File: config.mk
export PLATFORM = sky130hd
export DESIGN_NAME = fp_op_decoder
export DESIGN_NICKNAME = d
export VERILOG_FILES = /design/src/rtl/fp_op_decoder_pkg.sv /design/src/rtl/fp_op_group_sel.sv /design/src/rtl/fp_op_table.sv /design/src/rtl/fp_op_regchk.sv /design/src/rtl/fp_op_decoder.sv
export SDC_FILE = /design/constraint.sdc
export NUM_CORES = 1
export LEC_CHECK = 0
export ABC_AREA = 1
export BUFFER_PORTS_ARGS = -buffer_cell sky130_fd_sc_hd__buf_2
export CORE_UTILIZATION = 28
export CTS_CLUSTER_DIAMETER = 60
export DETAILED_ROUTE_END_ITERATION = 16
export MAX_ROUTING_LAYER = met4
export PLACE_DENSITY = 0.47
export SYNTH_ARGS = -nofsm -noshare
export SYNTH_HDL_FRONTEND = slang
export SYNTH_HIERARCHICAL = 1
export SYNTH_SLANG_ARGS = --single-unit
File: constraint.sdc
create_clock -name clk -period 1.3 [get_ports clk]
set_input_delay 0.13 -clock clk [delete_from_list [all_inputs] [get_ports clk]]
set_output_delay 0.13 -clock clk [all_outputs]
set_load 0.05 [all_outputs]
File: src/rtl/fp_op_decoder_pkg.sv
package fp_op_decoder_pkg;

    typedef enum logic [2:0] {
        SZ_NONE = 3'd0,
        SZ_SGL  = 3'd1,
        SZ_DBL  = 3'd2,
        SZ_QUAD = 3'd3,
        SZ_RAW  = 3'd4
    } fpd_size_e;

    typedef enum logic [3:0] {
        K_NONE = 4'd0,
        K_ADD  = 4'd1,
        K_SUB  = 4'd2,
        K_MUL  = 4'd3,
        K_DIV  = 4'd4,
        K_SQRT = 4'd5,
        K_MOVE = 4'd6,
        K_ABS  = 4'd7,
        K_NEG  = 4'd8,
        K_CVT  = 4'd9,
        K_CMP  = 4'd10,
        K_CMPX = 4'd11
    } fpd_kind_e;

    typedef enum logic [1:0] {
        G_NONE  = 2'd0,
        G_ARITH = 2'd1,
        G_CMP   = 2'd2
    } fpd_group_e;

    typedef enum logic {
        ST_IDLE = 1'b0,
        ST_SHOW = 1'b1
    } fpd_state_e;

    localparam logic [31:0] GROUP_MASK  = 32'hC1F8_0000;
    localparam logic [31:0] MATCH_ARITH = 32'h81A0_0000;
    localparam logic [31:0] MATCH_CMP   = 32'h81A8_0000;
    localparam logic [2:0]  TRAP_BADREG = 3'd6;

    localparam logic [8:0] OPC_MOV_S  = 9'h001;
    localparam logic [8:0] OPC_NEG_S  = 9'h005;
    localparam logic [8:0] OPC_ABS_S  = 9'h009;
    localparam logic [8:0] OPC_SQRT_S = 9'h029;
    localparam logic [8:0] OPC_SQRT_D = 9'h02A;
    localparam logic [8:0] OPC_SQRT_Q = 9'h02B;
    localparam logic [8:0] OPC_ADD_S  = 9'h041;
    localparam logic [8:0] OPC_ADD_D  = 9'h042;
    localparam logic [8:0] OPC_ADD_Q  = 9'h043;
    localparam logic [8:0] OPC_SUB_S  = 9'h045;
    localparam logic [8:0] OPC_SUB_D  = 9'h046;
    localparam logic [8:0] OPC_SUB_Q  = 9'h047;
    localparam logic [8:0] OPC_MUL_S  = 9'h049;
    localparam logic [8:0] OPC_MUL_D  = 9'h04A;
    localparam logic [8:0] OPC_MUL_Q  = 9'h04B;
    localparam logic [8:0] OPC_DIV_S  = 9'h04D;
    localparam logic [8:0] OPC_DIV_D  = 9'h04E;
    localparam logic [8:0] OPC_DIV_Q  = 9'h04F;
    localparam logic [8:0] OPC_WMUL_D = 9'h069;
    localparam logic [8:0] OPC_WMUL_Q = 9'h06E;
    localparam logic [8:0] OPC_I2S    = 9'h0C4;
    localparam logic [8:0] OPC_D2S    = 9'h0C6;
    localparam logic [8:0] OPC_Q2S    = 9'h0C7;
    localparam logic [8:0] OPC_I2D    = 9'h0C8;
    localparam logic [8:0] OPC_S2D    = 9'h0C9;
    localparam logic [8:0] OPC_Q2D    = 9'h0CB;
    localparam logic [8:0] OPC_I2Q    = 9'h0CC;
    localparam logic [8:0] OPC_S2Q    = 9'h0CD;
    localparam logic [8:0] OPC_D2Q    = 9'h0CE;
    localparam logic [8:0] OPC_S2I    = 9'h0D1;
    localparam logic [8:0] OPC_D2I    = 9'h0D2;
    localparam logic [8:0] OPC_Q2I    = 9'h0D3;
    localparam logic [8:0] OPC_CMP_S  = 9'h051;
    localparam logic [8:0] OPC_CMP_D  = 9'h052;
    localparam logic [8:0] OPC_CMP_Q  = 9'h053;
    localparam logic [8:0] OPC_CMPX_S = 9'h055;
    localparam logic [8:0] OPC_CMPX_D = 9'h056;
    localparam logic [8:0] OPC_CMPX_Q = 9'h057;

endpackage

File: src/rtl/fp_op_group_sel.sv
module fp_op_group_sel
    import fp_op_decoder_pkg::*;
#(
    parameter int INSN_W = 32
) (
    input  logic [INSN_W-1:0] insn,
    output fpd_group_e        grp
);

    logic [INSN_W-1:0] masked;

    always_comb begin
        masked = insn & GROUP_MASK[INSN_W-1:0];
        if (masked == MATCH_ARITH[INSN_W-1:0]) begin
            grp = G_ARITH;
        end else if (masked == MATCH_CMP[INSN_W-1:0]) begin
            grp = G_CMP;
        end else begin
            grp = G_NONE;
        end
    end

endmodule

File: src/rtl/fp_op_table.sv
module fp_op_table
    import fp_op_decoder_pkg::*;
#(
    parameter int OPF_W = 9
) (
    input  fpd_group_e       grp,
    input  logic [OPF_W-1:0] opf,
    output logic             known,
    output fpd_kind_e        kind,
    output fpd_size_e        sz_rd,
    output fpd_size_e        sz_rs1,
    output fpd_size_e        sz_rs2
);

    logic [8:0] code;

    always_comb begin
        code   = 9'(opf);
        known  = 1'b1;
        kind   = K_NONE;
        sz_rd  = SZ_NONE;
        sz_rs1 = SZ_NONE;
        sz_rs2 = SZ_NONE;
        if (grp == G_ARITH) begin
            case (code)
                OPC_ADD_S, OPC_SUB_S, OPC_MUL_S, OPC_DIV_S: begin
                    sz_rd = SZ_SGL; sz_rs1 = SZ_SGL; sz_rs2 = SZ_SGL;
                end
                OPC_ADD_D, OPC_SUB_D, OPC_MUL_D, OPC_DIV_D: begin
                    sz_rd = SZ_DBL; sz_rs1 = SZ_DBL; sz_rs2 = SZ_DBL;
                end
                OPC_ADD_Q, OPC_SUB_Q, OPC_MUL_Q, OPC_DIV_Q: begin
                    sz_rd = SZ_QUAD; sz_rs1 = SZ_QUAD; sz_rs2 = SZ_QUAD;
                end
                OPC_WMUL_D: begin
                    sz_rd = SZ_DBL; sz_rs1 = SZ_SGL; sz_rs2 = SZ_SGL;
                end
                OPC_WMUL_Q: begin
                    sz_rd = SZ_QUAD; sz_rs1 = SZ_DBL; sz_rs2 = SZ_DBL;
                end
                OPC_SQRT_S: begin sz_rd = SZ_SGL;  sz_rs2 = SZ_SGL;  end
                OPC_SQRT_D: begin sz_rd = SZ_DBL;  sz_rs2 = SZ_DBL;  end
                OPC_SQRT_Q: begin sz_rd = SZ_QUAD; sz_rs2 = SZ_QUAD; end
                OPC_MOV_S, OPC_NEG_S, OPC_ABS_S: begin
                    sz_rd = SZ_RAW; sz_rs2 = SZ_RAW;
                end
                OPC_I2S: begin sz_rd = SZ_SGL;  sz_rs2 = SZ_RAW;  end
                OPC_I2D: begin sz_rd = SZ_DBL;  sz_rs2 = SZ_RAW;  end
                OPC_I2Q: begin sz_rd = SZ_QUAD; sz_rs2 = SZ_RAW;  end
                OPC_S2I: begin sz_rd = SZ_RAW;  sz_rs2 = SZ_SGL;  end
                OPC_D2I: begin sz_rd = SZ_RAW;  sz_rs2 = SZ_DBL;  end
                OPC_Q2I: begin sz_rd = SZ_RAW;  sz_rs2 = SZ_QUAD; end
                OPC_S2D: begin sz_rd = SZ_DBL;  sz_rs2 = SZ_SGL;  end
                OPC_S2Q: begin sz_rd = SZ_QUAD; sz_rs2 = SZ_SGL;  end
                OPC_D2S: begin sz_rd = SZ_SGL;  sz_rs2 = SZ_DBL;  end
                OPC_D2Q: begin sz_rd = SZ_QUAD; sz_rs2 = SZ_DBL;  end
                OPC_Q2S: begin sz_rd = SZ_SGL;  sz_rs2 = SZ_QUAD; end
                OPC_Q2D: begin sz_rd = SZ_DBL;  sz_rs2 = SZ_QUAD; end
                default: known = 1'b0;
            endcase
            case (code)
                OPC_ADD_S, OPC_ADD_D, OPC_ADD_Q:             kind = K_ADD;
                OPC_SUB_S, OPC_SUB_D, OPC_SUB_Q:             kind = K_SUB;
                OPC_MUL_S, OPC_MUL_D, OPC_MUL_Q,
                OPC_WMUL_D, OPC_WMUL_Q:                      kind = K_MUL;
                OPC_DIV_S, OPC_DIV_D, OPC_DIV_Q:             kind = K_DIV;
                OPC_SQRT_S, OPC_SQRT_D, OPC_SQRT_Q:          kind = K_SQRT;
                OPC_MOV_S:                                   kind = K_MOVE;
                OPC_ABS_S:                                   kind = K_ABS;
                OPC_NEG_S:                                   kind = K_NEG;
                OPC_I2S, OPC_I2D, OPC_I2Q, OPC_S2I, OPC_D2I,
                OPC_Q2I, OPC_S2D, OPC_S2Q, OPC_D2S, OPC_D2Q,
                OPC_Q2S, OPC_Q2D:                            kind = K_CVT;
                default:                                     kind = K_NONE;
            endcase
        end else if (grp == G_CMP) begin
            case (code)
                OPC_CMP_S:  begin kind = K_CMP;  sz_rs1 = SZ_SGL;  sz_rs2 = SZ_SGL;  end
                OPC_CMP_D:  begin kind = K_CMP;  sz_rs1 = SZ_DBL;  sz_rs2 = SZ_DBL;  end
                OPC_CMP_Q:  begin kind = K_CMP;  sz_rs1 = SZ_QUAD; sz_rs2 = SZ_QUAD; end
                OPC_CMPX_S: begin kind = K_CMPX; sz_rs1 = SZ_SGL;  sz_rs2 = SZ_SGL;  end
                OPC_CMPX_D: begin kind = K_CMPX; sz_rs1 = SZ_DBL;  sz_rs2 = SZ_DBL;  end
                OPC_CMPX_Q: begin kind = K_CMPX; sz_rs1 = SZ_QUAD; sz_rs2 = SZ_QUAD; end
                default:    known = 1'b0;
            endcase
        end else begin
            known = 1'b0;
        end
        if (!known) begin
            kind   = K_NONE;
            sz_rd  = SZ_NONE;
            sz_rs1 = SZ_NONE;
            sz_rs2 = SZ_NONE;
        end
    end

endmodule

File: src/rtl/fp_op_regchk.sv
module fp_op_regchk
    import fp_op_decoder_pkg::*;
#(
    parameter int IDX_W = 5
) (
    input  fpd_size_e        size,
    input  logic [IDX_W-1:0] idx,
    input  logic             cc_dest,
    output logic             bad
);

    always_comb begin
        unique case (size)
            SZ_DBL:  bad = idx[0];
            SZ_QUAD: bad = |idx[1:0];
            SZ_NONE: bad = cc_dest && (|idx);
            default: bad = 1'b0;
        endcase
    end

endmodule

File: src/rtl/fp_op_decoder.sv
module fp_op_decoder
    import fp_op_decoder_pkg::*;
#(
    parameter int INSN_W = 32,
    parameter int IDX_W  = 5,
    parameter int OPF_W  = 9,
    parameter int TRAP_W = 3
) (
    input  logic              clk,
    input  logic              rst_n,
    input  logic              in_valid,
    input  logic [INSN_W-1:0] in_insn,
    output logic              out_valid,
    output logic [1:0]        out_group,
    output logic [3:0]        out_kind,
    output logic [OPF_W-1:0]  out_opf,
    output logic [IDX_W-1:0]  out_rd,
    output logic [IDX_W-1:0]  out_rs1,
    output logic [IDX_W-1:0]  out_rs2,
    output logic [2:0]        out_sz_rd,
    output logic [2:0]        out_sz_rs1,
    output logic [2:0]        out_sz_rs2,
    output logic [TRAP_W-1:0] out_trap,
    output logic              out_unknown,
    output logic              out_fail
);

    localparam int RS2_LO  = 0;
    localparam int OPF_LO  = RS2_LO + IDX_W;
    localparam int RS1_LO  = OPF_LO + OPF_W;
    localparam int GRP_W   = 6;
    localparam int RD_LO   = RS1_LO + IDX_W + GRP_W;
    localparam int N_SLOTS = 3;

    fpd_group_e             grp;
    logic                   known;
    fpd_kind_e              kind;
    fpd_size_e              sz_rd, sz_rs1, sz_rs2;
    logic [OPF_W-1:0]       f_opf;
    logic [IDX_W-1:0]       f_rd, f_rs1, f_rs2;
    fpd_size_e              slot_sz  [N_SLOTS];
    logic [IDX_W-1:0]       slot_idx [N_SLOTS];
    logic [N_SLOTS-1:0]     slot_bad;
    logic                   is_cmp;
    logic                   any_bad;
    logic [TRAP_W-1:0]      trap_nx;
    fpd_state_e             state_q, state_d;

    assign f_opf  = in_insn[OPF_LO +: OPF_W];
    assign f_rs1  = in_insn[RS1_LO +: IDX_W];
    assign f_rs2  = in_insn[RS2_LO +: IDX_W];
    assign f_rd   = in_insn[RD_LO  +: IDX_W];
    assign is_cmp = (grp == G_CMP);

    fp_op_group_sel #(.INSN_W(INSN_W)) u_grp (
        .insn (in_insn),
        .grp  (grp)
    );

    fp_op_table #(.OPF_W(OPF_W)) u_tab (
        .grp    (grp),
        .opf    (f_opf),
        .known  (known),
        .kind   (kind),
        .sz_rd  (sz_rd),
        .sz_rs1 (sz_rs1),
        .sz_rs2 (sz_rs2)
    );

    // slot 0 = destination, slot 1 = first source, slot 2 = second source
    always_comb begin
        slot_sz[0]  = sz_rd;   slot_idx[0] = f_rd;
        slot_sz[1]  = sz_rs1;  slot_idx[1] = f_rs1;
        slot_sz[2]  = sz_rs2;  slot_idx[2] = f_rs2;
    end

    for (genvar s = 0; s < N_SLOTS; s++) begin : g_slot
        fp_op_regchk #(.IDX_W(IDX_W)) u_chk (
            .size    (slot_sz[s]),
            .idx     (slot_idx[s]),
            .cc_dest ((s == 0) ? is_cmp : 1'b0),
            .bad     (slot_bad[s])
        );
    end

    assign any_bad = known && (|slot_bad);
    assign trap_nx = any_bad ? TRAP_W'(TRAP_BADREG) : '0;

    // state register
    always_ff @(posedge clk or negedge rst_n) begin
        if (!rst_n) begin
            state_q <= ST_IDLE;
        end else begin
            state_q <= state_d;
        end
    end

    always_comb begin
        unique case (state_q)
            ST_IDLE: state_d = in_valid ? ST_SHOW : ST_IDLE;
            ST_SHOW: state_d = in_valid ? ST_SHOW : ST_IDLE;
            default: state_d = ST_IDLE;
        endcase
    end

    assign out_valid = (state_q == ST_SHOW);

    // output registers
    always_ff @(posedge clk or negedge rst_n) begin
        if (!rst_n) begin
            out_group   <= '0;
            out_kind    <= '0;
            out_opf     <= '0;
            out_rd      <= '0;
            out_rs1     <= '0;
            out_rs2     <= '0;
            out_sz_rd   <= '0;
            out_sz_rs1  <= '0;
            out_sz_rs2  <= '0;
            out_trap    <= '0;
            out_unknown <= 1'b0;
            out_fail    <= 1'b0;
        end else if (in_valid) begin
            out_group   <= grp;
            out_kind    <= kind;
            out_opf     <= f_opf;
            out_rd      <= f_rd;
            out_rs1     <= f_rs1;
            out_rs2     <= f_rs2;
            out_sz_rd   <= sz_rd;
            out_sz_rs1  <= sz_rs1;
            out_sz_rs2  <= sz_rs2;
            out_trap    <= trap_nx;
            out_unknown <= !known;
            out_fail    <= any_bad || !known;
        end
    end

endmodule

Yosys cells after proc, flatten, opt, wreduce, memory -nomap -nowiden
Index checks and enable logic that the tools add are counted.
{"block": "totals", "latch_bits": 0, "wordCells": 122, "regBits": 45, "output_inout_bits": 45, "mem_bits_ro": 0, "mem_bits_rw": 0, "input_bits": 35, "n_memories": 0}
{"block": "classes", "reduce_logical": 34, "addsub": 0, "bitwise": 0, "mul": 0, "order_cmp": 0, "n_div": 0, "n_shift": 0, "mux": 27, "n_eq_ne": 48}
{"cell": "$eq 9x7->1 const B", "count": 20}
{"cell": "$eq 9x8->1 const B", "count": 12}
{"cell": "$pmux 4 s9", "count": 1}
{"cell": "$reduce_or 9->1", "count": 4}
{"cell": "$reduce_or 32->1", "count": 1}
{"cell": "$eq 9x6->1 const B", "count": 3}
{"cell": "$mux 3", "count": 8}
{"cell": "$pmux 3 s4", "count": 2}
{"cell": "$reduce_or 3->1", "count": 7}
{"cell": "$reduce_or 5->1", "count": 4}
{"cell": "$eq 3x2->1 const B", "count": 6}
{"cell": "$reduce_or 6->1", "count": 3}
{"cell": "$eq 8x8->1 const B", "count": 2}
{"cell": "$reduce_or 8->1", "count": 2}
{"cell": "$mux 4", "count": 3}
{"cell": "$pmux 2 s3", "count": 2}
{"cell": "$reduce_or 12->1", "count": 1}
{"cell": "$reduce_or 2->1", "count": 6}
{"cell": "$eq 9x1->1 const B", "count": 1}
{"cell": "$eq 9x3->1 const B", "count": 1}
{"cell": "$eq 9x4->1 const B", "count": 1}
{"cell": "$pmux 4 s2", "count": 1}
{"cell": "$mux 1", "count": 5}
{"cell": "$mux 2", "count": 2}
{"cell": "other kinds (9)", "count": 11}

Depth between registers and ports, before layout
Gate-level depths: netlist of the first run.
{"block": "depth", "ltp_word": 12, "mapped_depth": 19, "depth_no_buf": 19}

Hierarchy
Netlist of the first run, hierarchy kept.
{"module": "fp_op_decoder", "cells_per_inst": 188, "area_per_inst_um2": 1676.6, "seq_area_each_um2": 1076.0, "instances": 1}
{"module": "fp_op_table", "cells_per_inst": 170, "area_per_inst_um2": 792.0, "seq_area_each_um2": 0.0, "instances": 1}
{"module": "fp_op_regchk", "cells_per_inst": 14, "area_per_inst_um2": 57.6, "seq_area_each_um2": 0.0, "instances": 3}
{"module": "fp_op_group_sel", "cells_per_inst": 14, "area_per_inst_um2": 60.1, "seq_area_each_um2": 0.0, "instances": 1}

Worst setup path before layout of the first run
No wires, ideal clock.
{"block": "synth_path", "path_kind": "input to register", "start": "in in_insn[31]", "end": "reg out_fail", "path_buffers": 0, "stages": 17, "setup_time_ns": 0.113, "t_required_ns": 1.187, "slack_ns": -0.428, "arrival_time_ns": 1.615, "path_cell_list": "inv_1 -> nor2_2 -> nand2_1 -> nor2_1 -> inv_1 -> nor2_1 -> nand3_1 -> nor4_1 -> nor2_1 -> nor2_1 -> nand2_1 -> nand2_1 -> a21oi_2 -> nor2_1 -> nand3_1 -> nand2_1 -> inv_1"}
{"block": "synth_via", "elab_chain_cells": 12, "word_cells_on_any_way": 30, "cone_classes": "eq/ne: 10; mux: 14; reduce/logical: 6"}
{"item": "start, declared", "line": "fp_op_decoder.sv:12", "rtl": "input logic [INSN_W-1:0] in_insn,"}
{"item": "$eq 8x8->1", "line": "fp_op_group_sel.sv:16", "rtl": "end else if (masked == MATCH_CMP[INSN_W-1:0]) begin"}
{"item": "$mux 2", "line": "fp_op_group_sel.sv:16"}
{"item": "$mux 2 *", "line": "fp_op_group_sel.sv:14", "rtl": "if (masked == MATCH_ARITH[INSN_W-1:0]) begin"}
{"item": "net grp[1]", "line": "fp_op_decoder.sv:35", "rtl": "fpd_group_e grp;"}
{"item": "$eq 2x2->1", "line": "fp_op_table.sv:76", "rtl": "end else if (grp == G_CMP) begin"}
{"item": "$mux 3 / $mux 1 (equally long branches)", "line": "fp_op_table.sv:76"}
{"item": "$mux 3 / $mux 1 (equally long branches)", "line": "fp_op_table.sv:24", "rtl": "if (grp == G_ARITH) begin"}
{"item": "$mux 3 *", "line": "fp_op_table.sv:89", "rtl": "if (!known) begin"}
{"item": "net sz_rs1[1]", "line": "fp_op_decoder.sv:38", "rtl": "fpd_size_e sz_rd, sz_rs1, sz_rs2;"}
{"item": "$eq 3x2->1", "line": "fp_op_regchk.sv:13", "rtl": "unique case (size)"}
{"item": "$pmux 1 s2 *", "line": "fp_op_regchk.sv:13"}
{"item": "net slot_bad[1]", "line": "fp_op_decoder.sv:43", "rtl": "logic [N_SLOTS-1:0] slot_bad;"}
{"item": "$reduce_or 3->1 *", "line": "fp_op_decoder.sv:86", "rtl": "assign any_bad = known && (|slot_bad);"}
{"item": "$logic_and 1x1->1 *", "line": "fp_op_decoder.sv:86"}
{"item": "$logic_or 1x1->1 *", "line": "fp_op_decoder.sv:135", "rtl": "out_fail <= any_bad || !known;"}
{"item": "end signal, assigned", "line": "fp_op_decoder.sv:135"}
{"item": "end, declared", "line": "fp_op_decoder.sv:25", "rtl": "output logic out_fail"}
The timed path passes the listed nets; every way through them passes the cells marked *.
A chain may end at the register's enable or synchronous reset.

Final worst setup path of the first run
{"block": "layout_path", "start": "in in_insn[7]", "end": "reg out_fail"}
{"block": "layout_via", "elab_chain_cells": 11, "word_cells_on_any_way": 83, "cone_classes": "eq/ne: 44; mux: 18; reduce/logical: 21"}
{"item": "$eq 9x7->1", "line": "fp_op_table.sv:77", "rtl": "case (code)"}
{"item": "$reduce_or 6->1 (no line)"}
{"item": "$mux 1", "line": "fp_op_table.sv:77"}
{"item": "$mux 1", "line": "fp_op_table.sv:76"}
{"item": "$mux 1 *", "line": "fp_op_table.sv:24"}
{"item": "net known", "line": "fp_op_decoder.sv:36", "rtl": "logic known;"}
{"item": "$mux 3", "line": "fp_op_table.sv:89"}
{"item": "$eq 3x2->1 / $logic_not 3->1 (equally long branches)", "line": "fp_op_regchk.sv:13"}
{"item": "$pmux 1 s3 / $pmux 1 s2 (equally long branches)", "line": "fp_op_regchk.sv:13"}
{"item": "$reduce_or 3->1", "line": "fp_op_decoder.sv:86"}
{"item": "$logic_and 1x1->1", "line": "fp_op_decoder.sv:86"}
{"item": "$logic_or 1x1->1 *", "line": "fp_op_decoder.sv:135"}
Marks and branches as above.

==> results of run 1 <==
final cells by class:
class / instances / area, um2
inverter: 44 / 177.7
clock inverter: 2 / 60.06
multi-input combinational: 316 / 1669
clock buffer: 6 / 72.57
timing repair buffer: 173 / 1271
sequential: 43 / 1076
fill: 985 / 4796
tap: 129 / 161.4
routing by layer:
layer / track usage, % / vias up
li1: - / 1597
met1: 22.19 / 1424
met2: 29.93 / 73
met3: 2.437 / 7
met4: 3.122 / 0
met5: - / -
sequential cells by signal (all words and copies together) (netlist names), 2 cells and up:
register and cells:
out_sz_rd 3, out_sz_rs2 3, out_kind 4, out_group 2, out_rd 5, out_rs1 5, out_opf 9, out_rs2 5
out_sz_rs1 3
power breakdown:
group	internal [W]	leakage [nW]	switching (W)
clock network	0.000769	0.0654	0.000478
logic	0.000307	1.88	0.000617
registers	0.00141	0.543	0.0000336
total	0.00248	2.49	0.00113
worst max-delay path: stages:
cell and delay [ns]:
buf_12 0.11, nor2_4 0.20, nand2_4 0.10, nor2_4 0.16, nand2_2 0.06, nand2_1 0.07
nor2_1 0.05, nand2_1 0.09, nor2_2 0.06, nand2_1 0.08, nand2_2 0.08, buf_4 0.14
buf_4 0.12, nand2_1 0.05, nand2_1 0.06, inv_2 0.07, nand3_1 0.06, nand2_1 0.06
inv_1 0.03
worst paths after layout:
check / cells after the start / startpoint / endpoint
max: 19 / in_insn[7] / out_fail
min: 3 / in_insn[27] / out_rd[2]
max reg2reg: 3 / out_fail / out_fail
min reg2reg: 2 / out_opf[4] / out_opf[4]
max in group asynchronous: 3 / rst_n / out_group[0]
min in group asynchronous: 3 / rst_n / out_rs1[3]
cell usage in the layout (no fill, tap or decap), drive strengths merged, types with 2 or more instances in the layout:
cell type and instances:
a21oi 8, buf 171, bufinv 2, clkbuf 7, conb 4, dfrtp 43
inv 44, nand2 191, nand3 27, nand4 6, nor2 63, o211ai 2
o21ai 7, or2 2
cell families (layout without fill, tap and decap cells):
family,after synthesis,after routing,share of synthesized area (%)
compound gates,19,19,4.446
buf+inv,57,225,9.865
flops,43,43,39.83
other cells,2,4,0.2780
simple gates,293,293,45.58
through the flow:
stage,cell area [um2],TNS (ns),std cells
global placement,3756,-7.820,680
CTS,4086,-0.6391,697
floorplan,2736,-0.6571,416
global route,4488,-2.058,713
detailed placement,3756,-7.253,680
finish,4488,-0.7954,713
what timing repair did:
item,CTS,global route
buffers inserted,11,16
endpoints found under the setup margin,13,14
pin swaps,14,44
hold buffers,1,0
resized for setup,45,78
hold endpoints to repair,43,0
cloned,0,1
==> reports/qor.log, run 1 <==
INFO  global_route   grt_max_degree=44
INFO  sta            achievable_frequency=0.6351GHz
INFO  die            dieHeight=100.2um
INFO  synthesis      yosysWarningCount=6
INFO  cts            tritoncts=yes
INFO  sta            fin_worst_hold_slack=0.05118ns
INFO  sta            report.final.hold_viol_count=0
INFO  route          route.vias.total=3101
INFO  cts            cts_root_buffer_type=clkbuf_8
INFO  sta            final.period_utilization=121.1%
INFO  route          starting_drt_drc_count=110
INFO  cts            clock_tree.htree_level_count=2
INFO  job            maxCapViolCount=0
INFO  die            site_row_count=35
INFO  synthesis      synthesis.instances=414
INFO  final_layout   finish.net_count=618
INFO  synthesis      synth_area_per_cell=6.525um2
INFO  die            die-width=100.2um
INFO  critical_path  worst_setup_path_start_kind=input port
INFO  sta            fin_skew=0ns
INFO  outcome        failed_checks=negative setup slack
INFO  critical_path  timing_worst_setup_path_type=in -> reg
INFO  synthesis      yosys_most_used_dff=dfrtp_1
INFO  sta            setup_viols_final=6
INFO  critical_path  timing.critical_path.required=1.50ns
INFO  power_and_ir_drop cellLeakagePower=2.488nW
INFO  route          routed-wl-met3=310um
INFO  route          routed-wl-met2=4350um
INFO  critical_path  ff2ff_setup_slack=0.52ns
INFO  synthesis      synth_cell_types=29
INFO  final_layout   drive_gt1_share=46.75%
INFO  synthesis      seq_area_frac_synth=39.83%
INFO  sta            period_minus_slack=1.574ns
INFO  placement      post-dp-hpwl=6472um
INFO  die            floorplan.die_area=10040um2
INFO  final_layout   num_antenna_cells=0
INFO  route          firstDrtPassIters=4
INFO  cts            worst_skew_pair.late_latency=0.29ns
INFO  sta            slew_violations=0
INFO  critical_path  critPathMaxFanout=5
INFO  placement      portBuffers=78
INFO  synthesis      yosysMostFrequentCell=nand2_1
INFO  cts            cts_max_path_buffers=2
INFO  global_route   grt_first_pass_wirelength=13550um
INFO  critical_path  endpoint_kind=flop
INFO  synthesis      synth_seq_cells=43
INFO  placement      place_congestion=0.9629
INFO  route          avgViaCountPerCell=4.349
INFO  critical_path  cp.arrival=1.77ns
INFO  cts            total_clock_buffers_created_by_cts=5
INFO  synthesis      synth_edf_count=0
INFO  die            area_of_the_core=9284um2
INFO  synthesis      synth.cell_area=2701um2
INFO  route          met1Wirelength=3884um
INFO  min_path       timing.hold.worst.class=in -> reg
INFO  sta            timing.final.ws_setup=-0.2745ns
INFO  power_and_ir_drop total_power_after_layout=0.003612W
INFO  global_route   total_overflow_reported_by_the_global_router=0
INFO  final_layout   syn_to_final_growth=66.14%
INFO  power_and_ir_drop vdd_ir_drop_max=0.0003651V
INFO  global_route   grt_usage=17.49%
INFO  route          postRouteWirelength=8618um
INFO  synthesis      async_reset_ff_share=100.0%
INFO  route          maxUsedRoutingLayer=met4
INFO  synthesis      synth_area_leaders=dfrtp_1 40%, nand2_1 26%, nor2_1 6.8%
INFO  cts            clock_sink_count=43
INFO  global_route   vias_in_the_first_global_route=2859
INFO  power_and_ir_drop power_per_unit_of_standard_cell_area=804.9nW/um2
INFO  synthesis      synth_largest_type_area_fraction=39.83%
INFO  route          post_drt_wl_per_cell=12.09um
INFO  synthesis      synth.cells.most_frequent=186 x nand2_1, 49 x nor2_1, 43 x dfrtp_1
INFO  synthesis      yosysTopAreaCell=dfrtp_1
INFO  route          postRouteAntennaNets=0
INFO  global_route   number_of_antenna_violations_at_the_first_check_in_global_routing=0
INFO  die            io_pins=80
INFO  outcome        run_status=complete, but fails checks
INFO  sta            grt_setup_unrepaired=true
INFO  route          drc=0
INFO  final_layout   finish.utilization=48.34%
INFO  placement      detailedPlace.worstSlack=-0.9195ns
INFO  die            floorplan.initialDensity=29.10%
INFO  cts            cts.reportedPaths.clkPinSlew=0.09ns
Power figures use the tool's default switching activity.
==> inputs of run 2 (changes only) <==
--- a/config.mk
+++ b/config.mk
@@ -7,8 +7,11 @@
 export LEC_CHECK = 0
 export ABC_AREA = 1
 export BUFFER_PORTS_ARGS = -buffer_cell sky130_fd_sc_hd__buf_2
+export CORE_ASPECT_RATIO = 0.6
+export CORE_MARGIN = 5
 export CORE_UTILIZATION = 28
 export CTS_CLUSTER_DIAMETER = 60
+export CTS_CLUSTER_SIZE = 10
 export DETAILED_ROUTE_END_ITERATION = 16
 export MAX_ROUTING_LAYER = met4
 export PLACE_DENSITY = 0.47
==> run 2 against run 1 <==
The run still ends with negative setup slack left. Power is 6.0% higher. Sequential cell count unchanged. Clock power is 15% higher. Fmax is 2.9% lower. Worst hold slack improved by 0.0076 ns. Cell area increased by 1.5%. Clock-buffer cell count stayed put. Critical endpoint unchanged. Largest power group unchanged. Highest routed layer unchanged.
==> reports/qor.log, run 2 (synthesis gave the netlist of run 1 again) <==
INFO  min_path       timing.hold.worst.class=in -> reg [unchanged]
INFO  final_layout   syn_to_final_growth=68.60% [was 66.14%]
INFO  die            floorplan.die_area=11780um2 [was 10040 um2]
INFO  sta            slew_violations=0 [unchanged]
INFO  sta            grt_setup_unrepaired=true [unchanged]
INFO  route          route.vias.total=3162 [was 3101]
INFO  final_layout   finish.net_count=627 [was 618]
INFO  critical_path  critical_path.cell_chain=buf_2 > inv_2 > nand2_4 > nor2_4 > buf_12 > buf_6 > nand3_2 > nand4_1 > nor2_4 > nor2_2 > nand2_1 > nand2_1 > nand2_1 > a21oi_2 > nor2_2 > nand3_1 > nand2_1 > inv_1 [was buf_12 > nor2_4 > nand2_4 > nor2_4 > nand2_2 > nand2_1 > nor2_1 > nand2_1 > nor2_2 > nand2_1 > nand2_2 > buf_4 > buf_4 > nand2_1 > nand2_1 > inv_2 > nand3_1 > nand2_1 > inv_1]
INFO  placement      post-dp-hpwl=7647um [was 6472 um]
INFO  route          firstDrtPassIters=4 [unchanged]
INFO  final_layout   drive_gt1_share=48.82% [was 46.75%]
INFO  global_route   grt_first_pass_wirelength=16150um [was 13550 um]
INFO  critical_path  cp.arrival=1.85ns [was 1.77 ns]
INFO  job            maxCapViolCount=0 [unchanged]
INFO  route          postRouteWirelength=10190um [was 8618 um]
INFO  critical_path  critical-path-max-stage-delay=0.20ns [about the same]
INFO  outcome        run_status=complete, but fails checks [unchanged]
INFO  route          post_drt_wl_per_cell=14.12um [was 12.09 um]
INFO  placement      detailedPlace.worstSlack=-0.8329ns [was -0.9195 ns]
INFO  final_layout   finish.utilization=49.02% [was 48.34%]
INFO  die            io_pins=80 [unchanged]
INFO  die            dieHeight=86.08um [was 100.2 um]
INFO  power_and_ir_drop vdd_ir_drop_max=0.0006657V [was 0.0003651 V]
INFO  cts            clock_tree.htree_level_count=2 [unchanged]
INFO  critical_path  critPathMaxFanout=7 [was 5]
INFO  final_layout   most-common-layout-cells=166 x nand2_1, 94 x buf_4, 70 x buf_2 [was 169 x nand2_1, 82 x buf_4, 68 x buf_2]
INFO  route          postRouteAntennaNets=0 [unchanged]
INFO  sta            final.period_utilization=124.8% [was 121.1%]
INFO  cts            total_clock_buffers_created_by_cts=5 [unchanged]
INFO  critical_path  worst_setup_path_start_kind=input port [unchanged]
INFO  cts            cts_max_path_buffers=2 [unchanged]
INFO  die            area_of_the_core=9290um2 [was 9284 um2]
INFO  cts            cts.reportedPaths.clkPinSlew=0.06ns [was 0.09 ns]
INFO  cts            worst_skew_pair.late_latency=0.29ns [about the same]
INFO  route          drc=0 [unchanged]
INFO  route          avgViaCountPerCell=4.380 [was 4.349]
INFO  sta            fin_skew=0ns [unchanged]
INFO  final_layout   num_antenna_cells=0 [unchanged]
INFO  critical_path  crit_slowest_cell=nor2_4 [unchanged]
INFO  die            die-width=136.8um [was 100.2 um]
INFO  cts            tritoncts=yes [unchanged]
INFO  power_and_ir_drop power_per_unit_of_standard_cell_area=840.7nW/um2 [was 804.9 nW/um2]
INFO  cts            cts_root_buffer_type=clkbuf_16 [was clkbuf_8]
INFO  sta            period_minus_slack=1.622ns [was 1.574 ns]
INFO  sta            report.final.hold_viol_count=0 [unchanged]
INFO  global_route   grt_usage=18.03% [was 17.49%]
INFO  critical_path  endpoint_kind=flop [unchanged]
INFO  final_layout   top_register=out_opf [unchanged]
INFO  global_route   total_overflow_reported_by_the_global_router=0 [unchanged]
INFO  cts            clock_sink_count=43 [unchanged]
INFO  die            site_row_count=27 [was 35]
INFO  outcome        failed_checks=negative setup slack [unchanged]
INFO  critical_path  timing_worst_setup_path_type=in -> reg [unchanged]
INFO  die            floorplan.initialDensity=29.08% [was 29.10%]
INFO  placement      place_congestion=0.9048 [was 0.9629]
INFO  route          starting_drt_drc_count=167 [was 110]
INFO  critical_path  crit_path_frequent_cell=nand2_1 [unchanged]
INFO  placement      portBuffers=78 [unchanged]
INFO  sta            achievable_frequency=0.6165GHz [was 0.6351 GHz]
INFO  power_and_ir_drop cellLeakagePower=2.532nW [was 2.488 nW]
INFO  sta            setup_viols_final=13 [was 6]
INFO  global_route   vias_in_the_first_global_route=3141 [was 2859]
INFO  global_route   grt_max_degree=44 [unchanged]
INFO  critical_path  timing.critical_path.required=1.53ns [was 1.50 ns]
INFO  final_layout   final_common_cell=nand2_1 [unchanged]
INFO  final_layout   flip_flop_count_of_the_largest_register_after_layout=9 [unchanged]
INFO  sta            timing.final.ws_setup=-0.3220ns [was -0.2745 ns]
INFO  global_route   number_of_antenna_violations_at_the_first_check_in_global_routing=0 [unchanged]
==> run 2: changes by cell type in the layout (fill, tap and decap cells not counted), sizes merged <==
cell    previous run  this run
buf              171       180
bufinv             2         1
==> run 2: worst paths after layout <==
path	from	end	slack [ns]	depth (start not counted)
worst min register to register	out_rs2[3]	out_rs2[3]	0.47	2
max in group asynchronous	rst_n	out_rs2[4]	0.72	3
worst min-delay path	in_insn[16]	out_rs1[2]	0.06	3
min in group asynchronous	rst_n	out_rd[2]	0.35	3
worst max register to register	out_fail	out_fail	0.51	3
worst max-delay path	in_insn[9]	out_fail	-0.32	18
==> run 2: report_power, final <==
group          internal [W]  switching, W
sequential          0.00141     0.0000369
combinational      0.000307      0.000636
clock              0.000898      0.000541
==> run 2: timing repair <==
action	in CTS	in global routing
setup endpoints to repair	14	14
pin swaps	38	24
resized for setup	85	38
buffers inserted	21	7
endpoints found under the hold margin	43	0
gates cloned	0	1
hold buffers	1	0
==> run 2: critical path, delay by kind of cell <==
kind            cells  cell delay, ns
simple gates       12            1.06
buf+inv             5            0.50
compound gates      1            0.16
==> run 2: final cells by class <==
cell class / instances / area, um2
Clock buffer: 6 / 128.9
Clock inverter: 1 / 30.03
Fill cell: 955 / 4736
Inverter: 44 / 170.2
Multi-Input combinational cell: 316 / 1689
Sequential cell: 43 / 1076
Tap cell: 130 / 162.7
Timing Repair Buffer: 182 / 1297
==> run 2: layer usage <==
metal  part of all wire [%]  GRT usage [%]
met1                     53          28.15
met2                     37          23.64
met3                    9.2          4.513
met4                   0.72          1.902
met5                      0              -
==> run 2: stage by stage <==
stage / instance area (um2) / hold WS [ns] / setup TNS (ns) / instances / power, W
finish: 4554 / 0.05880 / -1.452 / 722 / 0.003829
global route: 4554 / 0.05069 / -2.814 / 722 / 0.004016
CTS: 4352 / 0.05208 / -1.077 / 715 / 0.003848
detailed placement: 3800 / 0.1362 / -7.270 / 690 / 0.002313
global placement: 3800 / 0.1291 / -7.403 / 690 / 0.002314
floorplan: 2736 / -0.1656 / -0.6571 / 416 / 0.001960
==> inputs of run 3 (changes only) <==
--- a/config.mk
+++ b/config.mk
@@ -5,7 +5,7 @@
 export SDC_FILE = /design/constraint.sdc
 export NUM_CORES = 1
 export LEC_CHECK = 0
-export ABC_AREA = 1
+export ABC_AREA = 0
 export BUFFER_PORTS_ARGS = -buffer_cell sky130_fd_sc_hd__buf_2
 export CORE_ASPECT_RATIO = 0.6
 export CORE_MARGIN = 5
@@ -13,8 +13,10 @@
 export CTS_CLUSTER_DIAMETER = 60
 export CTS_CLUSTER_SIZE = 10
 export DETAILED_ROUTE_END_ITERATION = 16
+export HOLD_SLACK_MARGIN = 0.02
 export MAX_ROUTING_LAYER = met4
 export PLACE_DENSITY = 0.47
+export SLEW_MARGIN = 20
 export SYNTH_ARGS = -nofsm -noshare
 export SYNTH_HDL_FRONTEND = slang
 export SYNTH_HIERARCHICAL = 1
==> run 3 against run 2 <==
The run still ends with negative setup slack left. Power increased by 0.57%. Global-route usage down 2.4 points. Combinational power rose by 11%. Worst setup slack got worse by 0.63 ns. Highest routed layer unchanged.
==> reports/qor.log, run 3 <==
INFO  route          avgViaCountPerCell=4.630 [was 4.380]
INFO  cts            clock_tree.htree_level_count=2 [unchanged]
INFO  job            maxCapViolCount=0 [unchanged]
INFO  route          route.vias.total=2593 [was 3162]
INFO  min_path       timing.hold.worst.class=in -> reg [unchanged]
INFO  global_route   grt_usage=15.68% [was 18.03%]
INFO  synthesis      yosys_most_used_dff=dfrtp_1 [unchanged]
INFO  cts            worst_skew_pair.late_latency=0.28ns [was 0.29 ns]
INFO  final_layout   most-common-layout-cells=76 x buf_4, 71 x buf_2, 43 x dfrtp_1 [was 166 x nand2_1, 94 x buf_4, 70 x buf_2]
INFO  die            site_row_count=27 [unchanged]
INFO  final_layout   drive_gt1_share=63.72% [was 48.82%]
INFO  critical_path  cp.arrival=2.41ns [was 1.85 ns]
INFO  placement      place_congestion=0.9183 [was 0.9048]
INFO  synthesis      synth_area_per_cell=10.58um2 [was 6.525 um2]
INFO  synthesis      async_reset_ff_share=100.0% [unchanged]
INFO  final_layout   layout.cell_area.non_filler=4479um2 [was 4554 um2]
INFO  sta            period_minus_slack=2.257ns [was 1.622 ns]
INFO  cts            cts.reportedPaths.clkPinSlew=0.06ns [about the same]
INFO  sta            sum_of_negative_setup_slack=-8.242ns [was -1.452 ns]
INFO  critical_path  timing_worst_setup_path_type=in -> reg [unchanged]
INFO  route          firstDrtPassIters=4 [unchanged]
INFO  power_and_ir_drop power_per_unit_of_standard_cell_area=859.6nW/um2 [was 840.7 nW/um2]
INFO  final_layout   top_register=out_opf [unchanged]
INFO  cts            total_clock_buffers_created_by_cts=5 [unchanged]
INFO  final_layout   num_antenna_cells=0 [unchanged]
INFO  synthesis      synth_seq_cells=43 [unchanged]
INFO  global_route   number_of_antenna_violations_at_the_first_check_in_global_routing=0 [unchanged]
INFO  critical_path  worst_setup_path_start_kind=input port [unchanged]
INFO  route          drc=0 [unchanged]
INFO  die            die-width=137.2um [was 136.8 um]
INFO  cts            cts_root_buffer_type=clkbuf_16 [unchanged]
INFO  synthesis      synthesis.instances=257 [was 414]
INFO  synthesis      synth.cell_area=2719um2 [was 2701 um2]
INFO  synthesis      yosysTopAreaCell=dfrtp_1 [unchanged]
INFO  critical_path  critPathMaxFanout=5 [was 7]
INFO  synthesis      yosysWarningCount=6 [unchanged]
INFO  sta            worst_slew_pin_slew=0.5021ns
INFO  synthesis      synth_cell_types=50 [was 29]
INFO  sta            achievable_frequency=0.4431GHz [was 0.6165 GHz]
INFO  cts            tritoncts=yes [unchanged]
INFO  global_route   total_overflow_reported_by_the_global_router=0 [unchanged]
INFO  die            area_of_the_core=9324um2 [was 9290 um2]
INFO  synthesis      synth.cells.most_frequent=43 x dfrtp_1, 35 x mux2_4, 19 x a21oi_1 [was 186 x nand2_1, 49 x nor2_1, 43 x dfrtp_1]
INFO  sta            slew_violations=0 [unchanged]
INFO  die            io_pins=80 [unchanged]
INFO  synthesis      yosysMostFrequentCell=dfrtp_1 [was nand2_1]
INFO  sta            fin_skew=0ns [unchanged]
INFO  outcome        run_status=complete, but fails checks [unchanged]
INFO  global_route   grt_max_degree=45 [was 44]
INFO  placement      portBuffers=78 [unchanged]
INFO  synthesis      seq_area_frac_synth=39.58% [was 39.83%]
INFO  critical_path  ff2ff_setup_slack=0.51ns [about the same]
INFO  final_layout   final_common_cell=buf_4 [was nand2_1]
INFO  sta            setup_viols_final=15 [was 13]
INFO  power_and_ir_drop cellLeakagePower=2.132nW [was 2.532 nW]
INFO  final_layout   flip_flop_count_of_the_largest_register_after_layout=9 [unchanged]
INFO  cts            cts_max_path_buffers=2 [unchanged]
INFO  final_layout   syn_to_final_growth=64.75% [was 68.60%]
INFO  synthesis      synth_area_leaders=dfrtp_1 40%, mux2_4 19%, a21oi_1 3.5% [was dfrtp_1 40%, nand2_1 26%, nor2_1 6.8%]
INFO  final_layout   fillCellCount=919 [was 955]
INFO  sta            fin_worst_hold_slack=0.08628ns [was 0.05880 ns]
INFO  power_and_ir_drop vdd_ir_drop_max=0.0004572V [was 0.0006657 V]
INFO  sta            report.final.hold_viol_count=0 [unchanged]
INFO  global_route   vias_in_the_first_global_route=2633 [was 3141]
INFO  synthesis      synth_edf_count=0 [unchanged]
INFO  sta            relSlewSlack=65.66%
INFO  route          starting_drt_drc_count=177 [was 167]
INFO  sta            grt_setup_unrepaired=true [unchanged]
INFO  critical_path  endpoint_kind=flop [unchanged]
INFO  global_route   grt_first_pass_wirelength=14190um [was 16150 um]
INFO  outcome        failed_checks=negative setup slack [unchanged]
INFO  die            floorplan.initialDensity=29.16% [was 29.08%]
INFO  sta            timing.final.ws_setup=-0.9568ns [was -0.3220 ns]
INFO  die            floorplan.die_area=11850um2 [was 11780 um2]
INFO  die            dieHeight=86.33um [was 86.08 um]
INFO  final_layout   finish.utilization=48.04% [was 49.02%]
INFO  synthesis      synth_largest_type_area_fraction=39.58% [was 39.83%]
INFO  sta            final.period_utilization=173.6% [was 124.8%]
INFO  placement      postPlaceCellArea=3820um2 [was 3800 um2]
INFO  route          post_drt_wl_per_cell=15.92um [was 14.12 um]
INFO  route          postRouteWirelength=8913um [was 10190 um]
INFO  cts            clock_sink_count=43 [unchanged]
INFO  final_layout   finish.net_count=464 [was 627]
INFO  critical_path  timing.critical_path.required=1.46ns [was 1.53 ns]
INFO  placement      post-dp-hpwl=6718um [was 7647 um]
INFO  route          postRouteAntennaNets=0 [unchanged]
-- run 3: changes by cell type in the layout (fill, tap and decap cells not counted), sizes merged, moves of 5 or more --
| cell | before | now |
|---|---|---|
| mux2 | 0 | 39 |
| nand2b | 0 | 10 |
| nand2 | 191 | 14 |
| or4 | 0 | 5 |
| nor4 | 1 | 7 |
| nand4 | 6 | 1 |
| inv | 44 | 10 |
| a21oi | 8 | 19 |
| nor3 | 1 | 8 |
| o22ai | 0 | 7 |
| nand3 | 27 | 5 |
| nor2 | 63 | 18 |
-- run 3: layout make-up --
cell class,count,area [um2],area share (%)
tap,130,162.7,3.631
clock inverter,1,7.507,0.1676
timing repair buffer,181,1341,29.94
clock buffer,7,152.6,3.408
multi-input combinational,188,1702,37.99
inverter,10,37.54,0.8380
sequential,43,1076,24.02
-- run 3: layer usage --
layer  routed length, um  share of wire (%)  up-vias  GRT usage (%)
met3                 631                7.1        4          4.350
met5                   0                  0        -              -
li1                    -                  -     1278              -
met4                  27               0.30        0          2.627
met1                4729                 53     1231          24.08
met2                3524                 40       80          20.28
-- run 3: metrics by stage --
step / worst slack, ns / cells / power (W)
global route: -1.105 / 560 / 0.004047
CTS: -0.9305 / 551 / 0.003896
detailed placement: -1.463 / 529 / 0.002484
floorplan: -1.210 / 259 / 0.002107
finish: -0.9568 / 560 / 0.003851
global placement: -1.354 / 529 / 0.002483
-- run 3: timing repair --
| item | in CTS | in global routing |
|---|---|---|
| pin swaps | 8 | 13 |
| hold endpoints to repair | 44 | 0 |
| resized for setup | 52 | 28 |
| setup buffers | 15 | 12 |
| hold buffers | 2 | 0 |
| setup endpoints to repair | 15 | 15 |
-- run 3: where the power goes --
| part | switching [W] | internal, W | total, W |
|---|---|---|---|
| logic | 0.000628 | 0.000425 | 0.00105 |
| clock network | 0.000518 | 0.000817 | 0.00134 |
| registers | 0.0000433 | 0.00142 | 0.00146 |
-- run 3: path summary, 6_finish.rpt --
kind                         startpoint           end  depth (start not counted)
hold / removal               in_insn[2]    out_rs2[2]                          2
min in group asynchronous         rst_n    out_opf[8]                          3
max in group asynchronous         rst_n  out_sz_rd[1]                          3
hold reg to reg               out_rd[3]     out_rd[3]                          1
setup reg to reg           out_sz_rd[1]  out_sz_rd[1]                          1
setup / recovery            in_insn[30]      out_fail                         11
-- run 3: kinds of logic (layout without fill, tap and decap cells) --
family          after synthesis  after routing  synth area share [%]
compound gates               59             59                 14.08
other cells                   2              4                0.2762
buf+inv                      28            199                 6.719
flops                        43             43                 39.58
mux                          40             40                 21.35
simple gates                 83             83                 17.35
xor+xnor                      2              2                0.6444
-- run 3: worst max-delay path, stage by stage --
cell and delay (ns):
buf_6 0.09, nand4b_1 0.20, nor4_2 0.34, or4b_4 0.52, or2_4 0.28, a21boi_2 0.14
a21bo_2 0.24, a21oi_2 0.12, nor3_2 0.07, nor3_4 0.17, a31oi_1 0.10
